==> src/rtl/bwatch_pkg.sv <==
package bwatch_pkg;

   localparam int unsigned BCD_W = 4;

   typedef enum logic [2:0] {
      ST_IDLE = 3'd0,
      ST_ZERO = 3'd1,
      ST_RUN  = 3'd2,
      ST_CMP  = 3'd3,
      ST_SAVE = 3'd4,
      ST_HALT = 3'd5,
      ST_SHOW = 3'd6
   } wst_e;

   typedef struct packed {
      logic cnt_clear;
      logic cnt_enable;
      logic best_preset;
      logic best_load;
      logic disp_update;
      logic disp_best;
   } wctl_t;

endpackage

==> src/rtl/bwatch_bcd_counter.sv <==
module bwatch_bcd_counter
   import bwatch_pkg::*;
#(
   parameter int unsigned DIGITS = 4,
   localparam int unsigned TW = DIGITS * BCD_W
) (
   input  logic          clk,
   input  logic          rst_n,
   input  logic          clear,
   input  logic          step,
   output logic [TW-1:0] value
);

   logic [DIGITS:0] carry;

   assign carry[0] = step;

   for (genvar g = 0; g < DIGITS; g++) begin : g_dig
      logic [BCD_W-1:0] d_q;
      logic             at_nine;

      assign at_nine      = (d_q == BCD_W'(9));
      assign carry[g+1]   = carry[g] & at_nine;
      assign value[g*BCD_W +: BCD_W] = d_q;

      always_ff @(posedge clk or negedge rst_n) begin
         if (!rst_n) begin
            d_q <= '0;
         end else if (clear) begin
            d_q <= '0;
         end else if (carry[g]) begin
            d_q <= at_nine ? '0 : d_q + BCD_W'(1);
         end
      end

      AST_DIGIT_DECIMAL: assert property (@(posedge clk) disable iff (!rst_n)
         d_q <= BCD_W'(9));
   end

   AST_CNT_HOLD: assert property (@(posedge clk) disable iff (!rst_n)
      (!clear && !step) |=> $stable(value));
   AST_CNT_CLEAR: assert property (@(posedge clk) disable iff (!rst_n)
      clear |=> (value == '0));

endmodule

==> src/rtl/bwatch_bcd_less.sv <==
module bwatch_bcd_less
   import bwatch_pkg::*;
#(
   parameter int unsigned DIGITS = 4,
   localparam int unsigned TW = DIGITS * BCD_W
) (
   input  logic [TW-1:0] lhs,
   input  logic [TW-1:0] rhs,
   output logic          lt
);

   logic [DIGITS:0] lt_c;
   logic [DIGITS:0] eq_c;

   assign lt_c[DIGITS] = 1'b0;
   assign eq_c[DIGITS] = 1'b1;

   for (genvar g = DIGITS - 1; g >= 0; g--) begin : g_cmp
      logic [BCD_W-1:0] a_d;
      logic [BCD_W-1:0] b_d;
      assign a_d     = lhs[g*BCD_W +: BCD_W];
      assign b_d     = rhs[g*BCD_W +: BCD_W];
      assign lt_c[g] = lt_c[g+1] | (eq_c[g+1] & (a_d < b_d));
      assign eq_c[g] = eq_c[g+1] & (a_d == b_d);
   end

   assign lt = lt_c[0];

endmodule

==> src/rtl/bwatch_ctrl.sv <==
module bwatch_ctrl
   import bwatch_pkg::*;
(
   input  logic  clk,
   input  logic  rst_n,
   input  logic  start,
   input  logic  stop,
   input  logic  css,
   input  logic  clr,
   input  logic  time_lt,
   output wctl_t ctl
);

   wst_e st_q, st_d;

   always_comb begin
      st_d = st_q;
      if (clr) begin
         st_d = ST_IDLE;
      end else begin
         unique case (st_q)
            ST_IDLE: if (start) st_d = ST_ZERO;
                     else if (css) st_d = ST_SHOW;
            ST_ZERO: st_d = ST_RUN;
            ST_RUN:  if (stop) st_d = ST_CMP;
            ST_CMP:  st_d = time_lt ? ST_SAVE : ST_HALT;
            ST_SAVE: st_d = ST_HALT;
            ST_HALT: if (start) st_d = ST_ZERO;
                     else if (css) st_d = ST_SHOW;
            ST_SHOW: if (start) st_d = ST_ZERO;
            default: st_d = ST_IDLE;
         endcase
      end
   end

   always_ff @(posedge clk or negedge rst_n) begin
      if (!rst_n) st_q <= ST_IDLE;
      else        st_q <= st_d;
   end

   always_comb begin
      ctl = '0;
      unique case (st_q)
         ST_IDLE: begin
            ctl.cnt_clear   = 1'b1;
            ctl.best_preset = 1'b1;
            ctl.disp_update = 1'b1;
         end
         ST_ZERO: begin
            ctl.cnt_clear   = 1'b1;
            ctl.disp_update = 1'b1;
         end
         ST_RUN: begin
            ctl.cnt_enable  = 1'b1;
            ctl.disp_update = 1'b1;
         end
         ST_CMP:  ctl = '0;
         ST_SAVE: ctl.best_load = 1'b1;
         ST_HALT: ctl.disp_update = 1'b1;
         ST_SHOW: begin
            ctl.disp_update = 1'b1;
            ctl.disp_best   = 1'b1;
         end
         default: ctl = '0;
      endcase
   end

   AST_CTL_EXCLUSIVE: assert property (@(posedge clk) disable iff (!rst_n)
      $onehot0({ctl.cnt_enable, ctl.best_load, ctl.best_preset}));
   AST_STOP_LEAVES_RUN: assert property (@(posedge clk) disable iff (!rst_n)
      (st_q == ST_RUN && stop && !clr) |=> (st_q == ST_CMP));
   AST_START_WINS: assert property (@(posedge clk) disable iff (!rst_n)
      ((st_q == ST_IDLE || st_q == ST_HALT || st_q == ST_SHOW) && start && !clr)
      |=> (st_q == ST_ZERO));
   AST_CLEAR_TO_IDLE: assert property (@(posedge clk) disable iff (!rst_n)
      clr |=> (st_q == ST_IDLE));

endmodule

==> src/rtl/best_time_watch.sv <==
module best_time_watch
   import bwatch_pkg::*;
#(
   parameter int unsigned DIGITS = 4,
   localparam int unsigned TW = DIGITS * BCD_W
) (
   input  logic          clk,
   input  logic          rst_n,
   input  logic          start_i,
   input  logic          stop_i,
   input  logic          css_i,
   input  logic          clr_i,
   input  logic          tick_i,
   output logic [TW-1:0] disp_o
);

   if (DIGITS < 1 || DIGITS > 8) begin : g_bad_digits
      $error("best_time_watch: DIGITS must be within 1..8");
   end

   wctl_t         ctl;
   logic [TW-1:0] cnt;
   logic [TW-1:0] best_q;
   logic [TW-1:0] all_nine;
   logic [TW-1:0] disp_q;
   logic          cnt_lt;

   for (genvar g = 0; g < DIGITS; g++) begin : g_nine
      assign all_nine[g*BCD_W +: BCD_W] = BCD_W'(9);
   end

   bwatch_ctrl u_ctrl (
      .clk     (clk),
      .rst_n   (rst_n),
      .start   (start_i),
      .stop    (stop_i),
      .css     (css_i),
      .clr     (clr_i),
      .time_lt (cnt_lt),
      .ctl     (ctl)
   );

   bwatch_bcd_counter #(.DIGITS(DIGITS)) u_cnt (
      .clk   (clk),
      .rst_n (rst_n),
      .clear (ctl.cnt_clear),
      .step  (ctl.cnt_enable & tick_i),
      .value (cnt)
   );

   bwatch_bcd_less #(.DIGITS(DIGITS)) u_cmp (
      .lhs (cnt),
      .rhs (best_q),
      .lt  (cnt_lt)
   );

   always_ff @(posedge clk or negedge rst_n) begin
      if (!rst_n) begin
         best_q <= all_nine;
      end else if (ctl.best_preset) begin
         best_q <= all_nine;
      end else if (ctl.best_load) begin
         best_q <= cnt;
      end
   end

   always_ff @(posedge clk or negedge rst_n) begin
      if (!rst_n) begin
         disp_q <= '0;
      end else if (ctl.disp_update) begin
         disp_q <= ctl.disp_best ? best_q : cnt;
      end
   end

   assign disp_o = disp_q;

   AST_BEST_HOLD: assert property (@(posedge clk) disable iff (!rst_n)
      (!ctl.best_preset && !ctl.best_load) |=> $stable(best_q));
   AST_BEST_IMPROVES: assert property (@(posedge clk) disable iff (!rst_n)
      ctl.best_load |=> (best_q < $past(best_q)));
   AST_LT_ORDER: assert property (@(posedge clk) disable iff (!rst_n)
      cnt_lt == (cnt < best_q));
   AST_BEST_PRESET: assert property (@(posedge clk) disable iff (!rst_n)
      ctl.best_preset |=> (best_q == all_nine));
   AST_DISP_HOLD: assert property (@(posedge clk) disable iff (!rst_n)
      !ctl.disp_update |=> $stable(disp_q));
   AST_SHOW_BEST: assert property (@(posedge clk) disable iff (!rst_n)
      (ctl.disp_update && ctl.disp_best) |=> (disp_q == $past(best_q)));

endmodule

==> config.mk <==
export PLATFORM = sky130hd
export DESIGN_NAME = best_time_watch
export DESIGN_NICKNAME = d
export VERILOG_FILES = /design/src/rtl/bwatch_pkg.sv /design/src/rtl/bwatch_bcd_counter.sv /design/src/rtl/bwatch_bcd_less.sv /design/src/rtl/bwatch_ctrl.sv /design/src/rtl/best_time_watch.sv
export SDC_FILE = /design/constraint.sdc
export NUM_CORES = 1
export LEC_CHECK = 0
export ABC_AREA = 1
export CAP_MARGIN = 20
export CORE_ASPECT_RATIO = 1.4
export CORE_UTILIZATION = 57
export CTS_CLUSTER_DIAMETER = 40
export DETAILED_ROUTE_END_ITERATION = 8
export DONT_BUFFER_PORTS = 1
export HOLD_SLACK_MARGIN = 0.03
export PLACE_DENSITY = 0.86
export SLEW_MARGIN = 10
export SYNTH_ARGS = -nofsm -noshare
export SYNTH_HDL_FRONTEND = slang
export SYNTH_SLANG_ARGS = --single-unit
==> constraint.sdc <==
create_clock -name clk -period 1.5 [get_ports clk]
set_input_delay 0.075 -clock clk [delete_from_list [all_inputs] [get_ports clk]]
set_output_delay 0.075 -clock clk [all_outputs]
set_load 0.02 [all_outputs]
==> results of run 1 <==
cell families after synthesis:
| logic type | synth area share (%) |
|---|---|
| flops | 43.4 |
| buf+inv | 11.5 |
| compound gates | 16.3 |
| fa+ha+maj | 9.71 |
| xor+xnor | 0.296 |
| simple gates | 18.8 |
per-layer routing:
metal / wire [um] / vias up
met4: 430 / 0
met1: 3020 / 1356
met2: 4440 / 118
li1: - / 1285
met5: 0 / -
met3: 437 / 39
cell type report:
class                      count  area [um^2]  area share [%]
tap                           64         80.1            2.12
inverter                      75          287            7.58
timing repair buffer          57          522            13.8
clock inverter                 1         5.00           0.132
sequential                    51         1290            34.0
clock buffer                   7         76.3            2.02
multi-input combinational    223         1530            40.4
worst register-to-register path, cell delays in order, from the launching register on:
cell and delay, ns:
sky130_fd_sc_hd__dfstp_2 0.53, sky130_fd_sc_hd__inv_2 0.04, sky130_fd_sc_hd__ha_4 0.27, sky130_fd_sc_hd__nand2_2 0.07, sky130_fd_sc_hd__inv_1 0.07, sky130_fd_sc_hd__nand2_1 0.06
sky130_fd_sc_hd__nor2_1 0.09, sky130_fd_sc_hd__nand2_1 0.09, sky130_fd_sc_hd__nand3_2 0.07, sky130_fd_sc_hd__nor2_1 0.04, sky130_fd_sc_hd__nand2_1 0.08, sky130_fd_sc_hd__nand2_1 0.06
sky130_fd_sc_hd__nand2_1 0.06, sky130_fd_sc_hd__nand2_1 0.06
layout by cell type, fill, tap and decap left out, types with 3 or more instances in the layout:
cell                            count
sky130_fd_sc_hd__inv_1             68
sky130_fd_sc_hd__nand2_1           63
sky130_fd_sc_hd__buf_4             45
sky130_fd_sc_hd__dfrtp_1           43
sky130_fd_sc_hd__o211ai_1          17
sky130_fd_sc_hd__ha_1              17
sky130_fd_sc_hd__nor2_1            16
sky130_fd_sc_hd__o21ai_0           13
sky130_fd_sc_hd__o21ai_1           13
sky130_fd_sc_hd__o22ai_1            9
sky130_fd_sc_hd__a22oi_1            8
sky130_fd_sc_hd__nand3_1            8
sky130_fd_sc_hd__dfstp_2            8
sky130_fd_sc_hd__nand2_2            7
sky130_fd_sc_hd__a21oi_1            6
sky130_fd_sc_hd__ha_4               6
sky130_fd_sc_hd__inv_2              5
sky130_fd_sc_hd__nor3_1             5
sky130_fd_sc_hd__nand4_1            5
sky130_fd_sc_hd__clkbuf_8           5
sky130_fd_sc_hd__dlygate4sd3_1      5
sky130_fd_sc_hd__nor2_2             4
sky130_fd_sc_hd__nor2_4             4
sky130_fd_sc_hd__nand3_4            3
sky130_fd_sc_hd__buf_6              3
worst max path at each step:
| stage | from | endpoint | slack (ns) | depth (start not counted) |
|---|---|---|---|---|
| floorplan | best_q[15]$_DFFE_PN1P_ | u_ctrl.st_q[0]$_DFFE_PN0P_ | 0.01 | 11 |
| global placement | best_q[15]$_DFFE_PN1P_ | u_ctrl.st_q[0]$_DFFE_PN0P_ | -0.14 | 11 |
| detailed placement | best_q[15]$_DFFE_PN1P_ | u_ctrl.st_q[0]$_DFFE_PN0P_ | -0.17 | 11 |
| CTS | best_q[15]$_DFFE_PN1P_ | u_ctrl.st_q[0]$_DFFE_PN0P_ | -0.13 | 11 |
| global route | best_q[12]$_DFFE_PN1P_ | u_ctrl.st_q[0]$_DFFE_PN0P_ | -0.29 | 12 |
| finish | best_q[15]$_DFFE_PN1P_ | u_ctrl.st_q[0]$_DFFE_PN0P_ | -0.22 | 13 |
what timing repair did:
action,in CTS,in global routing
hold buffers,6,0
endpoints found under the hold margin,55,0
setup buffers,7,3
gates cloned,1,0
endpoints found under the setup margin,28,42
pin swaps,13,2
gates resized for setup,31,14
power groups by stage:
stage               Clock, W  Combinational, W  Sequential, W
CTS                 0.000791           0.00297        0.00208
global placement           0           0.00255        0.00208
global route        0.000832           0.00357        0.00212
floorplan                  0           0.00163        0.00211
finish              0.000774           0.00329        0.00210
detailed placement         0           0.00267        0.00210
per-stage QoR:
step	std cells	utilization (%)	total power, W
after floorplan	356	-	0.00374
after global placement	454	67.5	0.00463
after detailed placement	454	67.5	0.00477
after CTS	475	74.8	0.00584
after global routing	478	76.9	0.00652
final	478	76.9	0.00617
registers in the layout (all words and copies together) (netlist names):
register,cells
u_ctrl.st_q,3
u_cnt.g_dig.d_q,16
disp_o,16
best_q,16
==> insert_results.sql, run 1 <==
INSERT INTO impl_metrics (metric_group, metric, value, unit) VALUES
('logic_synthesis', 'syn_avg_cell_area', '8.32', 'um^2'),
('detailed_routing', 'drc', '0', ''),
('global_routing', 'globalRoute.busiestLayer', 'met2', ''),
('clock_network', 'tritoncts_clock_tree', 'yes', ''),
('status', 'status', 'complete, but fails checks', ''),
('logic_synthesis', 'post_synth_inst_count', '356', ''),
('run', 'drv.max_cap_violation_count', '0', ''),
('critical_path', 'reg2reg_setup_slack', '-0.22', 'ns'),
('power', 'switching_share', '45.3', '%'),
('critical_path', 'critical_path.max_stage_delay', '0.53', 'ns'),
('timing', 'clock.fmax', '582', 'MHz'),
('logic_synthesis', 'number_of_flops_mapped_to_enable_cells_by_yosys', '0', ''),
('power', 'p_leak', '1.76', 'nW'),
('min_path', 'min_delay_worst_endpoint', 'u_ctrl.st_q[1]$_DFFE_PN0P_', ''),
('global_routing', 'grt_first_pass_wirelength', '13100', 'um'),
('critical_path', 'cp_top_family', 'simple AND/OR/NAND/NOR gates', ''),
('critical_path', 'crit-reg2reg-launch', 'best_q[15]$_DFFE_PN1P_', ''),
('logic_synthesis', 'portion_of_the_post_synthesis_area_used_by_sequential_elements', '43.4', '%'),
('power', 'clkPwrFrac', '12.5', '%'),
('critical_path', 'crit_path_cell_trace', 'inv_2 > ha_4 > nand2_2 > inv_1 > nand2_1 > nor2_1 > nand2_1 > nand3_2 > nor2_1 > nand2_1 > nand2_1 > nand2_1 > nand2_1', ''),
('critical_path', 'timing.setup.critical_path_class', 'register to register', ''),
('logic_synthesis', 'syn-num-nets', '386', ''),
('timing', 'timing.final.crit_period', '1.72', 'ns'),
('floorplan', 'die-height', '87.3', 'um'),
('finish', 'layout-drive-gt1-share', '26.3', '%'),
('detailed_routing', 'detail_route.wl_per_cell', '17.4', 'um'),
('global_routing', 'gr-total-overflow', '0', ''),
('global_routing', 'global_route_usage_over_all_layers', '31.1', '%'),
('global_routing', 'number_of_global_route_vias_before_repair', '2930', ''),
('floorplan', 'die_w', '62.9', 'um'),
('critical_path', 'worstPathArrival', '1.92', 'ns'),
('timing', 'setup_violations', '33', ''),
('min_path', 'timing.hold.worst.start', 'start_i', ''),
('timing', 'timing.final.crit_share', '115', '%'),
('global_routing', 'grt_antenna_before_repair', '0', ''),
('placed_design', 'dp_slack', '-0.173', 'ns'),
('status', 'violations', 'negative setup slack', ''),
('global_routing', 'pin_count_of_the_biggest_net_entering_global_routing', '52', ''),
('critical_path', 'ff2ff_path_depth', '13', ''),
('floorplan', 'fp-row-count', '30', ''),
('logic_synthesis', 'post-synth-top-count-cell', 'sky130_fd_sc_hd__inv_1', ''),
('critical_path', 'crit_path_top_delay_cell', 'sky130_fd_sc_hd__dfstp_2', ''),
('power', 'max-vdd-ir-drop', '0.000958', 'V'),
('min_path', 'hold_path_class', 'primary input to register', ''),
('critical_path', 'timing.critical_path.from_type', 'register', ''),
('critical_path', 'worst_ep_required_time', '1.70', 'ns'),
('floorplan', 'core-area', '4920', 'um^2'),
('finish', 'filler_cell_count', '303', ''),
('logic_synthesis', 'yosys_register_bits', '51', ''),
('timing', 'fin_ws', '-0.219', 'ns'),
('floorplan', 'initial_core_util', '60.3', '%'),
('logic_synthesis', 'synth.distinct_cells', '34', ''),
('critical_path', 'path_buf_inv', '2', ''),
('critical_path', 'r2r-end', 'u_ctrl.st_q[0]$_DFFE_PN0P_', ''),
('detailed_routing', 'drt-total-wl', '8330', 'um'),
('floorplan', 'die_area', '5490', 'um^2'),
('logic_synthesis', 'yosys-top-cells-area', 'sky130_fd_sc_hd__dfrtp_1 (36%), sky130_fd_sc_hd__ha_1 (9.7%), sky130_fd_sc_hd__inv_1 (9.2%)', ''),
('floorplan', 'count_of_boundary_i_o_pins', '23', ''),
('clock_network', 'cts_root_buf', 'sky130_fd_sc_hd__clkbuf_8', ''),
('timing', 'clock_skew', '0.0113', 'ns'),
('timing', 'fin_tns_setup', '-1.68', 'ns'),
('placed_design', 'postPlaceCellArea', '3320', 'um^2'),
('timing', 'hold_violations', '0', ''),
('critical_path', 'worst-path-max-fanout', '2', ''),
('critical_path', 'cp_common_cell', 'sky130_fd_sc_hd__nand2_1', ''),
('clock_network', 'cts.path.max_buffers', '2', ''),
('finish', 'stdcell_area', '3780', 'um^2'),
('timing', 'final_max_slew_viol_count', '0', ''),
('detailed_routing', 'detailedRoute.firstPassIterationCount', '5', ''),
('global_routing', 'global_route.usage.met2', '57.5', '%'),
('global_routing', 'met3_usage', '3.66', '%');
Note: power is estimated with default switching activity, not from simulation.
==> inputs of run 2 (changes only) <==
--- a/config.mk
+++ b/config.mk
@@ -9,6 +9,7 @@
 export CAP_MARGIN = 20
 export CORE_ASPECT_RATIO = 1.4
 export CORE_UTILIZATION = 57
+export CTS_BUF_LIST = sky130_fd_sc_hd__clkbuf_16
 export CTS_CLUSTER_DIAMETER = 40
 export DETAILED_ROUTE_END_ITERATION = 8
 export DONT_BUFFER_PORTS = 1
==> insert_results.sql, run 2 (same netlist as run 1, synthesis figures left out) <==
INSERT INTO impl_metrics (metric_group, metric, value, unit) VALUES
('critical_path', 'critical_path.endpoint_type', 'register', ''),
('detailed_routing', 'detail_route.wl_per_cell', '17.3', 'um'),
('placed_design', 'place.port_buffers', '0', ''),
('floorplan', 'die-height', '87.3', 'um'),
('timing', 'fin_tns_setup', '-2.00', 'ns'),
('global_routing', 'grt_first_pass_wirelength', '13200', 'um'),
('finish', 'area_delta_synth_final', '29.2', '%'),
('min_path', 'hold_path_class', 'primary input to register', ''),
('critical_path', 'path_buf_inv', '1', ''),
('finish', 'layout.cells.most_common', 'sky130_fd_sc_hd__inv_1', ''),
('timing', 'setup_violations', '35', ''),
('floorplan', 'die_area', '5490', 'um^2'),
('critical_path', 'critical_path.max_stage_delay', '0.52', 'ns'),
('timing', 'timing.hold.ws', '0.0483', 'ns'),
('clock_network', 'numClockSinks', '51', ''),
('placed_design', 'dp_slack', '-0.173', 'ns'),
('timing', 'fin_ws', '-0.287', 'ns'),
('clock_network', 'cts.path.max_buffers', '2', ''),
('finish', 'antenna-diode-count', '0', ''),
('power', 'power', '0.00651', 'W'),
('power', 'power.density', '1700', 'nW/um^2'),
('detailed_routing', 'drt-total-wl', '8200', 'um'),
('floorplan', 'core-area', '4920', 'um^2'),
('timing', 'slew_headroom', '69.1', '%'),
('floorplan', 'initial_core_util', '60.3', '%'),
('clock_network', 'number_of_clock_buffers_inserted_by_tritoncts', '5', ''),
('power', 'switching_power', '0.00282', 'W'),
('timing', 'timing.final.crit_period', '1.79', 'ns'),
('detailed_routing', 'detailedRoute.firstPassIterationCount', '7', ''),
('status', 'violations', 'negative setup slack', ''),
('clock_network', 'cts_root_buf', 'sky130_fd_sc_hd__clkbuf_16', ''),
('timing', 'max_slew.worst_pin.slew', '0.460', 'ns'),
('timing', 'hold_violations', '0', ''),
('global_routing', 'gr-total-overflow', '0', ''),
('global_routing', 'global_route_usage_over_all_layers', '31.3', '%'),
('detailed_routing', 'ant_nets', '0', ''),
('critical_path', 'cp_top_family', 'simple AND/OR/NAND/NOR gates', ''),
('critical_path', 'crit_path_top_delay_cell', 'sky130_fd_sc_hd__dfstp_2', ''),
('status', 'status', 'complete, but fails checks', ''),
('detailed_routing', 'routed_via_density', '5.91', ''),
('finish', 'layoutNonFillerInstCount', '475', ''),
('timing', 'clock_skew', '0.00680', 'ns'),
('detailed_routing', 'first_iter_violations', '245', ''),
('critical_path', 'crit_path_cell_trace', 'inv_2 > ha_4 > nand2_4 > nor2_4 > nand4_1 > nor2_2 > nand2_1 > nand2_1 > nand2_1 > nand2_1 > nand2_1', ''),
('critical_path', 'worst-path-max-fanout', '2', ''),
('power', 'power.share.sequential', '32.2', '%'),
('run', 'drv.max_cap_violation_count', '0', ''),
('finish', 'layout-drive-gt1-share', '25.3', '%'),
('power', 'p_leak', '1.80', 'nW'),
('critical_path', 'worstPathArrival', '1.97', 'ns'),
('timing', 'final_max_slew_viol_count', '0', ''),
('clock_network', 'tritoncts_clock_tree', 'yes', ''),
('critical_path', 'cp_common_cell', 'sky130_fd_sc_hd__nand2_1', ''),
('finish', 'nets', '440', ''),
('clock_network', 'cts.clk_slew.worst_paths', '0.07', 'ns'),
('timing', 'setup_repair_after_global_routing_missed_its_margin', 'true', ''),
('power', 'switching_share', '43.3', '%'),
('global_routing', 'grt_antenna_before_repair', '0', ''),
('power', 'internal-power', '0.00369', 'W'),
('detailed_routing', 'drc', '0', ''),
('global_routing', 'number_of_global_route_vias_before_repair', '2953', ''),
('floorplan', 'die_w', '62.9', 'um'),
('placed_design', 'place.detailed.instances', '454', ''),
('global_routing', 'pin_count_of_the_biggest_net_entering_global_routing', '52', ''),
('clock_network', 'depth_of_the_cts_h_tree', '2', ''),
('placed_design', 'hpwlAfterDp', '4890', 'um'),
('critical_path', 'worst_ep_required_time', '1.68', 'ns'),
('timing', 'timing.final.crit_share', '119', '%'),
('finish', 'layout_common_cells', 'sky130_fd_sc_hd__inv_1 (70), sky130_fd_sc_hd__nand2_1 (64), sky130_fd_sc_hd__dfrtp_1 (43)', ''),
('detailed_routing', 'vias', '2809', ''),
('floorplan', 'fp-row-count', '30', ''),
('placed_design', 'gp_routability_congestion', '0.895', ''),
('power', 'power.share.combinational', '50.9', '%'),
('power', 'clkPwrFrac', '16.9', '%'),
('critical_path', 'timing.setup.critical_path_class', 'register to register', ''),
('timing', 'clock.fmax', '560', 'MHz'),
('critical_path', 'timing.critical_path.from_type', 'register', ''),
('power', 'max-vdd-ir-drop', '0.00110', 'V'),
('floorplan', 'count_of_boundary_i_o_pins', '23', ''),
('clock_network', 'worstSkewPairLatency', '0.29', 'ns');
run 2: cell count changes in the layout (fill, tap and decap cells not counted), sizes merged:
cell         change
buf              -2
clkbuf           -2
clkinvlp         +1
dlygate4sd3      -1
inv              +1
run 2: power by group through the flow:
stage | Sequential, W | Combinational (W) | Clock (W)
after floorplan | 0.00211 | 0.00163 | 0
after global placement | 0.00208 | 0.00255 | 0
after detailed placement | 0.00210 | 0.00267 | 0
after CTS | 0.00209 | 0.00293 | 0.00109
after global routing | 0.00213 | 0.00360 | 0.00116
final | 0.00210 | 0.00331 | 0.00110
run 2: repair_timing:
item | in CTS | in global routing
buffers inserted | 6 | 2
hold buffers | 5 | 0
cloned | 1 | 0
pin swaps | 13 | 0
resized for setup | 26 | 14
setup endpoints to repair | 27 | 40
endpoints found under the hold margin | 55 | 0
run 2: worst min-delay path: stages:
cell and delay (ns):
sky130_fd_sc_hd__nor2_1 0.08, sky130_fd_sc_hd__a32oi_1 0.07, sky130_fd_sc_hd__nand2_1 0.07
run 2: layout make-up:
class | instances | area (um^2)
Clock buffer | 5 | 125
Clock inverter | 3 | 12.5
Fill cell | 283 | 1090
Inverter | 75 | 288
Multi-Input combinational cell | 223 | 1520
Sequential cell | 51 | 1290
Tap cell | 64 | 80.1
Timing Repair Buffer | 54 | 518
run 2: path summary, 6_finish.rpt:
kind | to | slack [ns] | from | cells after the start
setup / recovery | u_ctrl.st_q[0]$_DFFE_PN0P_ | -0.29 | best_q[15]$_DFFE_PN1P_ | 11
hold / removal | u_ctrl.st_q[1]$_DFFE_PN0P_ | 0.05 | clr_i | 3
setup reg to reg | u_ctrl.st_q[0]$_DFFE_PN0P_ | -0.29 | best_q[15]$_DFFE_PN1P_ | 11
hold reg to reg | best_q[8]$_DFFE_PN1P_ | 0.51 | best_q[8]$_DFFE_PN1P_ | 2
max in group asynchronous | best_q[12]$_DFFE_PN1P_ | 0.91 | rst_n | 2
min in group asynchronous | disp_o[15]$_DFFE_PN0P_ | 0.31 | rst_n | 2
run 2: metal layers:
metal	GRT usage, %	wire (um)	up-vias
met4	22.8	371	0
met2	56.8	4460	118
met3	5.63	395	34
met1	32.1	2970	1374
li1	-	-	1283
met5	0	0	-
run 2: metrics by stage:
stage               util, %  cell area, um^2
floorplan                 -             2960
global placement       67.5             3320
detailed placement     67.5             3320
CTS                    75.7             3720
global route           77.9             3830
finish                 77.9             3830
